File: config.mk
export PLATFORM = sky130hd
export DESIGN_NAME = extint_sense_ctrl
export DESIGN_NICKNAME = d
export VERILOG_FILES = /design/src/rtl/extint_pkg.sv /design/src/rtl/extint_cfg_reg.sv /design/src/rtl/extint_sync.sv /design/src/rtl/extint_group.sv /design/src/rtl/extint_sense_ctrl.sv
export SDC_FILE = /design/constraint.sdc
export NUM_CORES = 1
export LEC_CHECK = 0
export ABC_CLOCK_PERIOD_IN_PS = 2700
export BUFFER_PORTS_ARGS = -buffer_cell sky130_fd_sc_hd__buf_2
export CELL_PAD_IN_SITES_DETAIL_PLACEMENT = 0
export CELL_PAD_IN_SITES_GLOBAL_PLACEMENT = 1
export CORE_MARGIN = 1.5
export CORE_UTILIZATION = 49
export CTS_CLUSTER_SIZE = 8
export DETAILED_ROUTE_END_ITERATION = 8
export HOLD_SLACK_MARGIN = 0.05
export MAX_ROUTING_LAYER = met4
export PLACE_DENSITY = 0.82
export SLEW_MARGIN = 20
export SYNTH_ARGS = -nofsm -noshare
export SYNTH_HDL_FRONTEND = slang
export SYNTH_HIERARCHICAL = 1
export SYNTH_SLANG_ARGS = --single-unit
File: constraint.sdc
create_clock -name clk -period 2.7 [get_ports clk]
set_input_delay 0.27 -clock clk [delete_from_list [all_inputs] [get_ports clk]]
set_output_delay 0.27 -clock clk [all_outputs]
set_load 0.005 [all_outputs]
File: src/rtl/extint_pkg.sv
package extint_pkg;
  localparam int NGRP        = 4;
  localparam int SYNC_STAGES = 2;
  localparam int CFG_W       = 8;
  localparam int RSVD_W      = 2;
  localparam int LVL_W       = 2;
  localparam int PA_W        = 4;
  localparam int PB_W        = 5;
  localparam int PF_W        = 3;
  localparam int PIN_TOTAL   = PA_W + PB_W + PF_W;

  // field positions decoded by the group logic
  localparam int CODE_LO_POS = 3;  // groups 0 and 1
  localparam int CODE_HI_POS = 6;  // groups 2 and 3
  localparam int INV_A_POS   = 2;  // group 0
  localparam int INV_B_POS   = 5;  // group 2

  typedef enum logic [1:0] {
    SENS_FALL_LOW = 2'b00,
    SENS_RISE     = 2'b01,
    SENS_FALL     = 2'b10,
    SENS_BOTH     = 2'b11
  } sens_e;

  // group order in the packed pin vector: A, F, B[3:0], B[4]
  function automatic int grp_width(int g);
    case (g)
      0:       return PA_W;
      1:       return PF_W;
      2:       return PB_W - 1;
      default: return 1;
    endcase
  endfunction

  function automatic int grp_offset(int g);
    int acc;
    acc = 0;
    for (int k = 0; k < g; k++) acc += grp_width(k);
    return acc;
  endfunction
endpackage

File: src/rtl/extint_cfg_reg.sv
module extint_cfg_reg
  import extint_pkg::*;
#(
  parameter int DW   = CFG_W,
  parameter int RSVD = RSVD_W,
  parameter int LW   = LVL_W
) (
  input  logic          clk,
  input  logic          rst_n,
  input  logic          wr_en,
  input  logic [DW-1:0] wdata,
  input  logic [LW-1:0] lvl,
  output logic [DW-1:0] cfg_q
);
  localparam logic [DW-1:0] WMASK   = {{(DW-RSVD){1'b1}}, {RSVD{1'b0}}};
  localparam logic [LW-1:0] TOP_LVL = {LW{1'b1}};

  logic wr_ok;
  assign wr_ok = wr_en && (lvl == TOP_LVL);

  always_ff @(posedge clk or negedge rst_n) begin
    if (!rst_n)     cfg_q <= '0;
    else if (wr_ok) cfg_q <= wdata & WMASK;
  end


  cfg_lock_chk: assert property (@(posedge clk) disable iff (!rst_n)
    (wr_en && lvl != TOP_LVL) |=> $stable(cfg_q));


  cfg_take_chk: assert property (@(posedge clk) disable iff (!rst_n)
    (wr_en && lvl == TOP_LVL) |=> (cfg_q == ($past(wdata) & WMASK)));
endmodule

File: src/rtl/extint_sync.sv
module extint_sync #(
  parameter int W      = 12,
  parameter int STAGES = 2
) (
  input  logic         clk,
  input  logic         rst_n,
  input  logic [W-1:0] din,
  output logic [W-1:0] dout
);
  logic [W-1:0] stg [STAGES];

  always_ff @(posedge clk or negedge rst_n) begin
    if (!rst_n) begin
      for (int k = 0; k < STAGES; k++) stg[k] <= '0;
    end else begin
      stg[0] <= din;
      for (int k = 1; k < STAGES; k++) stg[k] <= stg[k-1];
    end
  end

  assign dout = stg[STAGES-1];
endmodule

File: src/rtl/extint_group.sv
module extint_group
  import extint_pkg::*;
#(
  parameter int W = 4
) (
  input  logic         clk,
  input  logic         rst_n,
  input  logic         armed,
  input  logic [W-1:0] pins,
  input  sens_e        mode,
  input  logic         inv,
  input  logic         ack,
  output logic         irq
);
  logic [W-1:0] eff, prev;
  logic [2:0]   cfg_seen;
  logic         cfg_chg, reload, rise, fall, rise_en, fall_en;
  logic         evt, lvl_hit, pending;

  // polarity-corrected pin value: inversion swaps the meaning of edges/levels
  assign eff     = pins ^ {W{inv}};
  assign cfg_chg = cfg_seen != {mode, inv};
  assign reload  = !armed || cfg_chg;

  assign rise = |(eff & ~prev);
  assign fall = |(~eff & prev);

  always_comb begin
    rise_en = 1'b0;
    fall_en = 1'b0;
    case (mode)
      SENS_FALL_LOW: fall_en = 1'b1;
      SENS_RISE:     rise_en = 1'b1;
      SENS_FALL:     fall_en = 1'b1;
      default: begin
        rise_en = 1'b1;
        fall_en = 1'b1;
      end
    endcase
  end

  assign evt     = !reload && ((rise_en && rise) || (fall_en && fall));
  assign lvl_hit = (mode == SENS_FALL_LOW) && !(&eff);

  always_ff @(posedge clk or negedge rst_n) begin
    if (!rst_n) begin
      prev     <= '0;
      cfg_seen <= 3'b000;
      pending  <= 1'b0;
    end else begin
      prev     <= eff;
      cfg_seen <= {mode, inv};
      if (evt)      pending <= 1'b1;
      else if (ack) pending <= 1'b0;
    end
  end

  assign irq = pending | lvl_hit;


  pend_set_chk: assert property (@(posedge clk) disable iff (!rst_n)
    evt |=> pending);


  ack_clr_chk: assert property (@(posedge clk) disable iff (!rst_n)
    (ack && !evt) |=> !pending);


  lvl_irq_chk: assert property (@(posedge clk) disable iff (!rst_n)
    (mode == SENS_FALL_LOW && !(&eff)) |-> irq);


  both_edge_chk: assert property (@(posedge clk) disable iff (!rst_n)
    (mode == SENS_BOTH && !reload && eff != prev) |=> pending);


  no_false_evt_chk: assert property (@(posedge clk) disable iff (!rst_n)
    (cfg_chg && !pending) |=> !pending);
endmodule

File: src/rtl/extint_sense_ctrl.sv
module extint_sense_ctrl
  import extint_pkg::*;
(
  input  logic              clk,
  input  logic              rst_n,
  input  logic              reg_wr_en,
  input  logic [CFG_W-1:0]  reg_wdata,
  output logic [CFG_W-1:0]  reg_rdata,
  input  logic [LVL_W-1:0]  cpu_lvl,
  input  logic [PA_W-1:0]   pa_pins,
  input  logic [PB_W-1:0]   pb_pins,
  input  logic [PF_W-1:0]   pf_pins,
  input  logic [NGRP-1:0]   irq_ack,
  output logic [NGRP-1:0]   irq_req
);
  localparam int ARM_CNT = SYNC_STAGES + 1;
  localparam int ARM_W   = $clog2(ARM_CNT + 1);

  logic [CFG_W-1:0]     cfg;
  logic [PIN_TOTAL-1:0] pin_all, pin_sync;
  logic [ARM_W-1:0]     arm_cnt;
  logic                 armed;

  extint_cfg_reg u_cfg (
    .clk   (clk),
    .rst_n (rst_n),
    .wr_en (reg_wr_en),
    .wdata (reg_wdata),
    .lvl   (cpu_lvl),
    .cfg_q (cfg)
  );
  assign reg_rdata = cfg;

  assign pin_all = {pb_pins[PB_W-1], pb_pins[PB_W-2:0], pf_pins, pa_pins};

  extint_sync #(.W(PIN_TOTAL), .STAGES(SYNC_STAGES)) u_sync (
    .clk   (clk),
    .rst_n (rst_n),
    .din   (pin_all),
    .dout  (pin_sync)
  );

  // hold off edge detection until the synchronizer holds real pin values
  always_ff @(posedge clk or negedge rst_n) begin
    if (!rst_n)      arm_cnt <= '0;
    else if (!armed) arm_cnt <= arm_cnt + 1'b1;
  end
  assign armed = (arm_cnt == ARM_W'(ARM_CNT));

  for (genvar g = 0; g < NGRP; g++) begin : g_grp
    localparam int W   = grp_width(g);
    localparam int OFS = grp_offset(g);
    localparam int CP  = (g < 2) ? CODE_LO_POS : CODE_HI_POS;
    sens_e mode;
    logic  inv;

    assign mode = sens_e'(cfg[CP+1:CP]);
    if (g == 0) begin : g_inv_a
      assign inv = cfg[INV_A_POS];
    end else if (g == 2) begin : g_inv_b
      assign inv = cfg[INV_B_POS];
    end else begin : g_no_inv
      assign inv = 1'b0;
    end

    extint_group #(.W(W)) u_grp (
      .clk   (clk),
      .rst_n (rst_n),
      .armed (armed),
      .pins  (pin_sync[OFS+W-1:OFS]),
      .mode  (mode),
      .inv   (inv),
      .ack   (irq_ack[g]),
      .irq   (irq_req[g])
    );
  end
endmodule

==> results.yml, run 1 <==
global_routing:
  grt_pass1_vias: 1464
  grt_usage_pct: 17.7
  grt_max_degree: 40
  grt.overflow.total: 0
  grt_pass1_wl_um: 6670
  antenna_found_initial: 0
route:
  vias: 1528
  viasPerCell: 4.81
  final_antenna_net_count: 0
  drc: 0
  drt_pre_antenna_iters: 4
  wl_per_cell_um: 13.1
  drtIter0Drc: 96
  drt-total-wl_um: 4170
placed_design:
  port-buffer-count: 36
  hpwl_um: 2780
  gp_congestion: 0.770
  postPlaceCellArea_um2: 2710
  pre_cts_slack_ns: 1.10
min_path:
  holdCritPathClass: "in2async"
clock_network:
  clk_latency_ns: 0.34
  clkSinkCount: 60
  clk_pin_slew_ns: 0.07
  cts_tree: "yes"
  cts_buffers: 9
  ctsResizeCount: 0
  cts_hold_buffers: 12
  postCtsSetupBuffers: 0
  clockBufferDepth: 2
  htreeDepth: 3
  cts_root_buf: "clkbuf_8"
sta:
  setup_viol: 0
  slew_headroom_pct: 41.4
  timing.setup.tns_ns: 0
  fmax_mhz: 515
  worst_pin_slew_ns: 0.879
  slew_viol_final: 0
  fin_crit_ns: 1.94
  finalHoldViolCount: 0
  fin_worst_skew_ns: 0.00735
  finalWorstSetupSlack_ns: 0.757
  min_period_over_period_pct: 72.0
  holdWs_ns: 0.0497
  rsz0062_at_grt: "false"
setup_path:
  cp-startpoint: "u_cfg/cfg_q[2]$_DFFE_PN0P_"
  worstPathRequired_ns: 2.43
  worstReg2RegStart: "u_cfg/cfg_q[5]$_DFFE_PN0P_"
  crit_chain: "xor2_1 > nand4_1 > a21o_1 > buf_2"
  worst-r2r-setup-slack_ns: 1.23
  cp_slowest_stage_delay_ns: 0.64
  worstSetupEndpoint: "irq_req[0]"
  timing.critical_path.fanout_max: 12
  r2r_end: "g_grp[2].u_grp/pending$_DFFE_PN0P_"
  arrival_ns: 1.67
  critPathKind: "reg2out"
  critPathLaunchType: "register"
  crit_slowest_cell: "dfrtp_1"
  ff2ff_path_depth: 4
  cp-end-kind: "output port"
pwr:
  powerDensity_nw_per_um2: 786
  p_leak_nw: 1.42
  peakVddDrop_mv: 0.496
synthesis:
  netlist_area_um2: 2550
  synth_cells: 196
  seq_area_frac_synth_pct: 58.8
  synth-async-reset-ratio_pct: 100
  synth_ff_type: "dfrtp_1"
  ys_ff_latch: 60
  yosysWarningCount: 6
  synthDistinctLibCells: 38
  synth-edff-count: 0
  syn_area_per_cell_um2: 13.0
floorplanning:
  die_x_um: 75.2
  rows: 26
  io_pins: 41
  start_util_pct: 50.3
  die_area_um2: 5650
  core_area_um2: 5070
  die_h_um: 75.2
job:
  drv_cap: 0
final_layout:
  diodes: 0
  final_common_cell: "dfrtp_1"
  drive_gt1_share_pct: 26.6
  fill_cells: 425
  final_cell_mix: "dfrtp_1, buf_2, inv_1"
  syn2layout_area_growth_pct: 18.8
  finalInstanceArea_um2: 3030
  postLayoutCoreUtil_pct: 59.8
  final_nets: 275
status:
  run_status: "completed"
## worst max-delay path, delay by kind of cell, from the launching register on
family                    cells  cell delay [ns]
AOI/OAI and AO/OA             1             0.19
xor gates and xnor gates      1             0.28
buffers and inverters         1             0.12
DFF                           1             0.64
and+or+nand+nor               1             0.12
## Yosys cell counts (2+ instances only)
library cell / instances / share of area (%)
dfrtp_1: 60 / 59
inv_1: 19 / 2.8
buf_4: 14 / 4.1
xnor2_1: 12 / 4.1
o22ai_1: 11 / 2.7
xor2_1: 10 / 3.4
nand2b_1: 8 / 2.0
mux2_2: 6 / 2.6
a22oi_1: 4 / 1.2
nand4_1: 4 / 0.98
a221o_1: 3 / 1.2
buf_6: 3 / 1.3
nand3_1: 3 / 0.59
nor2b_1: 3 / 0.74
a21o_1: 2 / 0.59
a221oi_2: 2 / 1.2
a41oi_2: 2 / 1.3
and4_1: 2 / 0.69
conb_1: 2 / 0.29
ha_1: 2 / 0.98
nand2_1: 2 / 0.29
nor2_1: 2 / 0.29
o211a_1: 2 / 0.78
o21a_1: 2 / 0.59
o311a_1: 2 / 0.78
or2b_1: 2 / 0.59
## how the worst min path moves through the flow
stage | startpoint | endpoint | slack (ns) | cells after the start
after floorplan | rst_n | arm_cnt[0]$_DFFE_PN0P_ | -0.03 | 0
final | rst_n | g_grp[2].u_grp/pending$_DFFE_PN0P_ | 0.05 | 1
after CTS | rst_n | g_grp[2].u_grp/pending$_DFFE_PN0P_ | 0.07 | 1
after global routing | rst_n | g_grp[2].u_grp/pending$_DFFE_PN0P_ | 0.10 | 1
after global placement | u_sync/stg[16]$_DFF_PN0_ | u_sync/dout[4]$_DFF_PN0_ | 0.33 | 0
after detailed placement | u_sync/stg[13]$_DFF_PN0_ | u_sync/dout[1]$_DFF_PN0_ | 0.33 | 0
## through the flow
step / cells / power [mW]
3_5_place_dp: 291 / 1.56
6_report: 318 / 2.39
4_1_cts: 318 / 2.42
3_3_place_gp: 291 / 1.55
5_1_grt: 318 / 2.53
2_1_floorplan: 201 / 1.44
## sequential cells by signal (all words and copies together) (netlist names)
| signal | flops |
|---|---|
| u_cfg/cfg_q | 6 |
| g_grp.u_grp/cfg_seen | 12 |
| u_sync/dout | 12 |
| g_grp.u_grp/prev | 12 |
| u_sync/stg | 12 |
| g_grp.u_grp/pending | 4 |
| arm_cnt | 2 |
## kinds of logic after synthesis
kind of cell    after synthesis  share of synthesized area, %
flops                        60                          58.8
simple gates                 28                          6.71
mux                           7                          3.23
compound gates               36                          11.9
xor+xnor                     25                          9.90
buf+inv                      36                          8.23
other cells                   2                         0.294
fa+ha+maj                     2                         0.980
## per-layer routing
| metal | wire [um] | global-route usage [%] | part of all wire [%] | vias to the layer above |
|---|---|---|---|---|
| met5 | 0 | - | 0 | - |
| li1 | - | - | - | 750 |
| met2 | 2010 | 25.2 | 48 | 39 |
| met4 | 106 | 10.1 | 2.5 | 0 |
| met3 | 170 | 6.83 | 4.1 | 10 |
| met1 | 1880 | 21.5 | 45 | 729 |
## power by group
| part | leakage, nW | internal, mW | switching [mW] |
|---|---|---|---|
| Combinational | 0.619 | 0.233 | 0.163 |
| Clock | 0.102 | 0.511 | 0.325 |
| Sequential | 0.703 | 1.02 | 0.134 |
## area by class of cell
| class | instances | area (um2) | area share (%) |
|---|---|---|---|
| clock buffer | 10 | 128 | 4.21 |
| clock inverter | 5 | 77.6 | 2.56 |
| inverter | 19 | 71.3 | 2.35 |
| multi-input combinational | 105 | 861 | 28.4 |
| sequential | 60 | 1500 | 49.5 |
| tap | 70 | 87.6 | 2.89 |
| timing repair buffer | 49 | 308 | 10.1 |
No activity file was read; power rests on OpenSTA's default activity.
==> run 2, diff against run 1 <==
--- a/config.mk
+++ b/config.mk
@@ -5,17 +5,17 @@
 export SDC_FILE = /design/constraint.sdc
 export NUM_CORES = 1
 export LEC_CHECK = 0
-export ABC_CLOCK_PERIOD_IN_PS = 2700
+export ABC_CLOCK_PERIOD_IN_PS = 1600
 export BUFFER_PORTS_ARGS = -buffer_cell sky130_fd_sc_hd__buf_2
 export CELL_PAD_IN_SITES_DETAIL_PLACEMENT = 0
 export CELL_PAD_IN_SITES_GLOBAL_PLACEMENT = 1
 export CORE_MARGIN = 1.5
-export CORE_UTILIZATION = 49
+export CORE_UTILIZATION = 41
 export CTS_CLUSTER_SIZE = 8
 export DETAILED_ROUTE_END_ITERATION = 8
 export HOLD_SLACK_MARGIN = 0.05
 export MAX_ROUTING_LAYER = met4
-export PLACE_DENSITY = 0.82
+export PLACE_DENSITY = 0.73
 export SLEW_MARGIN = 20
 export SYNTH_ARGS = -nofsm -noshare
 export SYNTH_HDL_FRONTEND = slang
==> constraint.sdc (replaced) <==
create_clock -name clk -period 1.6 [get_ports clk]
set_input_delay 0.16 -clock clk [delete_from_list [all_inputs] [get_ports clk]]
set_output_delay 0.16 -clock clk [all_outputs]
set_load 0.005 [all_outputs]
==> run 2 against run 1 <==
  * The flow now finishes with violations (setup timing)
  * Combinational power increased by 100%
  * Setup slack lost 0.77 ns
  * Worst hold slack gained 0.021 ns
  * Critical path depth did not move
  * Sequential share of layout area down 3.9 points
  * Critical endpoint unchanged
  * Largest cell class unchanged
==> results.yml, run 2 (same netlist as run 1, synthesis figures left out) <==
global_routing:
  grt_pass1_wl_um: 7190
  grt_pass1_vias: 1554
  grt_max_degree: 61
  antenna_found_initial: 0
  grt_usage_pct: 15.9
  grt.overflow.total: 0
final_layout:
  finalInstanceArea_um2: 3300
  drive_gt1_share_pct: 33.1
  diodes: 0
  final_common_cell: "dfrtp_1"
  final_nets: 292
  fill_cells: 523
  multi_input_area_um2: 921
  regArea_um2: 1500
  final_cells: 341
  syn2layout_area_growth_pct: 29.3
  final_cell_mix: "dfrtp_1, buf_2, inv_1, dlygate4sd3_1, xnor2_1"
  postLayoutCoreUtil_pct: 55.4
setup_path:
  crit_family: "flip-flops"
  crit_slowest_cell: "dfrtp_2"
  critPathKind: "reg2out"
  crit_buf_inv: 1
  timing.critical_path.fanout_max: 7
  crit_chain: "xor2_2 > nand4_1 > a21o_1 > buf_2"
  worstPathRequired_ns: 1.44
  cp-end-kind: "output port"
  arrival_ns: 1.46
  critPathLaunchType: "register"
  cp_slowest_stage_delay_ns: 0.51
route:
  viasPerCell: 4.61
  vias: 1572
  drt-total-wl_um: 4450
  wl_per_cell_um: 13.0
  drt_pre_antenna_iters: 4
  drc: 0
  drtIter0Drc: 94
  final_antenna_net_count: 0
sta:
  finalWorstSetupSlack_ns: -0.0183
  fin_crit_ns: 1.62
  fmax_mhz: 618
  finalHoldViolCount: 0
  timing.setup.tns_ns: -0.0183
  fin_worst_skew_ns: 0.00844
  min_period_over_period_pct: 101
  rsz0062_at_grt: "true"
  slew_viol_final: 0
  setup_viol: 1
clock_network:
  clk_latency_ns: 0.34
  clkSinkCount: 60
  clockBufferDepth: 2
  htreeDepth: 3
  cts_buffers: 9
  cts_root_buf: "clkbuf_8"
  cts_tree: "yes"
  clk_pin_slew_ns: 0.07
placed_design:
  hpwl_um: 2800
  dp_cells: 299
  port-buffer-count: 36
  pre_cts_slack_ns: 0.133
  gp_congestion: 0.780
  postPlaceCellArea_um2: 2750
pwr:
  combPwrFrac_pct: 18.3
  peakVddDrop_mv: 0.721
  p_seq_share_pct: 43.9
  powerDensity_nw_per_um2: 1330
  switching_share_pct: 26.4
  p_leak_nw: 1.53
  p_int_mw: 3.24
  power.switching_mw: 1.16
  clockPowerShare_pct: 37.8
job:
  drv_cap: 0
floorplanning:
  io_pins: 41
  core_area_um2: 5960
  die_h_um: 81.9
  die_x_um: 81.9
  die_area_um2: 6710
  start_util_pct: 42.9
  rows: 28
status:
  run_status: "complete, but fails checks"
  violations: "setup timing"
min_path:
  holdCritPathClass: "in2reg"
[run 2: cell count changes in the layout (fill, tap and decap cells not counted), moves of 2 or more]
cell,change
dfrtp_1,-2
xor2_1,-8
dfrtp_2,+2
clkinv_2,-2
dlygate4sd3_1,+7
xor2_2,+8
buf_4,+9
[run 2: path summary, 6_finish.rpt]
path | startpoint | to | slack [ns] | cells past startpoint
hold reg to reg | u_sync/stg[18]$_DFF_PN0_ | u_sync/dout[6]$_DFF_PN0_ | 0.35 | 0
min in group asynchronous | rst_n | g_grp[1].u_grp/prev[2]$_DFF_PN0_ | 0.35 | 3
hold / removal | reg_wdata[2] | u_cfg/cfg_q[2]$_DFFE_PN0P_ | 0.07 | 2
max in group asynchronous | rst_n | u_cfg/cfg_q[5]$_DFFE_PN0P_ | 0.99 | 3
setup / recovery | u_cfg/cfg_q[2]$_DFFE_PN0P_ | irq_req[0] | -0.02 | 4
setup reg to reg | u_cfg/cfg_q[2]$_DFFE_PN0P_ | g_grp[0].u_grp/pending$_DFFE_PN0P_ | 0.10 | 5
[run 2: per-layer routing]
metal	vias to the layer above	wire length (um)	track usage [%]
li1	778	-	-
met5	-	0	-
met4	0	71	8.14
met3	6	211	6.33
met2	33	2020	22.2
met1	755	2140	19.7
[run 2: final cells by class]
class	count	share of cell area, %
Inverter	19	2.16
Clock inverter	7	3.71
Tap cell	75	2.84
Multi-Input combinational cell	105	27.9
Sequential cell	60	45.5
Clock buffer	9	3.75
Timing Repair Buffer	66	14.1
[run 2: power by group through the flow]
stage               clock, mW  combinational [mW]  sequential, mW
floorplan                   0               0.540            1.89
global placement            0               0.690            1.95
detailed placement          0               0.699            1.96
CTS                      1.70               0.797            1.93
global route             1.78               0.895            1.97
finish                   1.66               0.804            1.93
[run 2: timing repair]
item | CTS | global route
hold buffers | 18 | 1
hold endpoints to repair | 77 | 1
endpoints found under the setup margin | 3 | 3
gates resized for setup | 7 | 3
buffers inserted | 6 | 1
pin swaps | 8 | 6
[run 2: per-stage QoR]
| stage | hold WS [ns] | power (mW) |
|---|---|---|
| 6_report | 0.0711 | 4.40 |
| 2_1_floorplan | -0.136 | 2.43 |
| 5_1_grt | 0.0644 | 4.64 |
| 3_5_place_dp | 0.185 | 2.66 |
| 3_3_place_gp | 0.185 | 2.64 |
| 4_1_cts | 0.0529 | 4.42 |
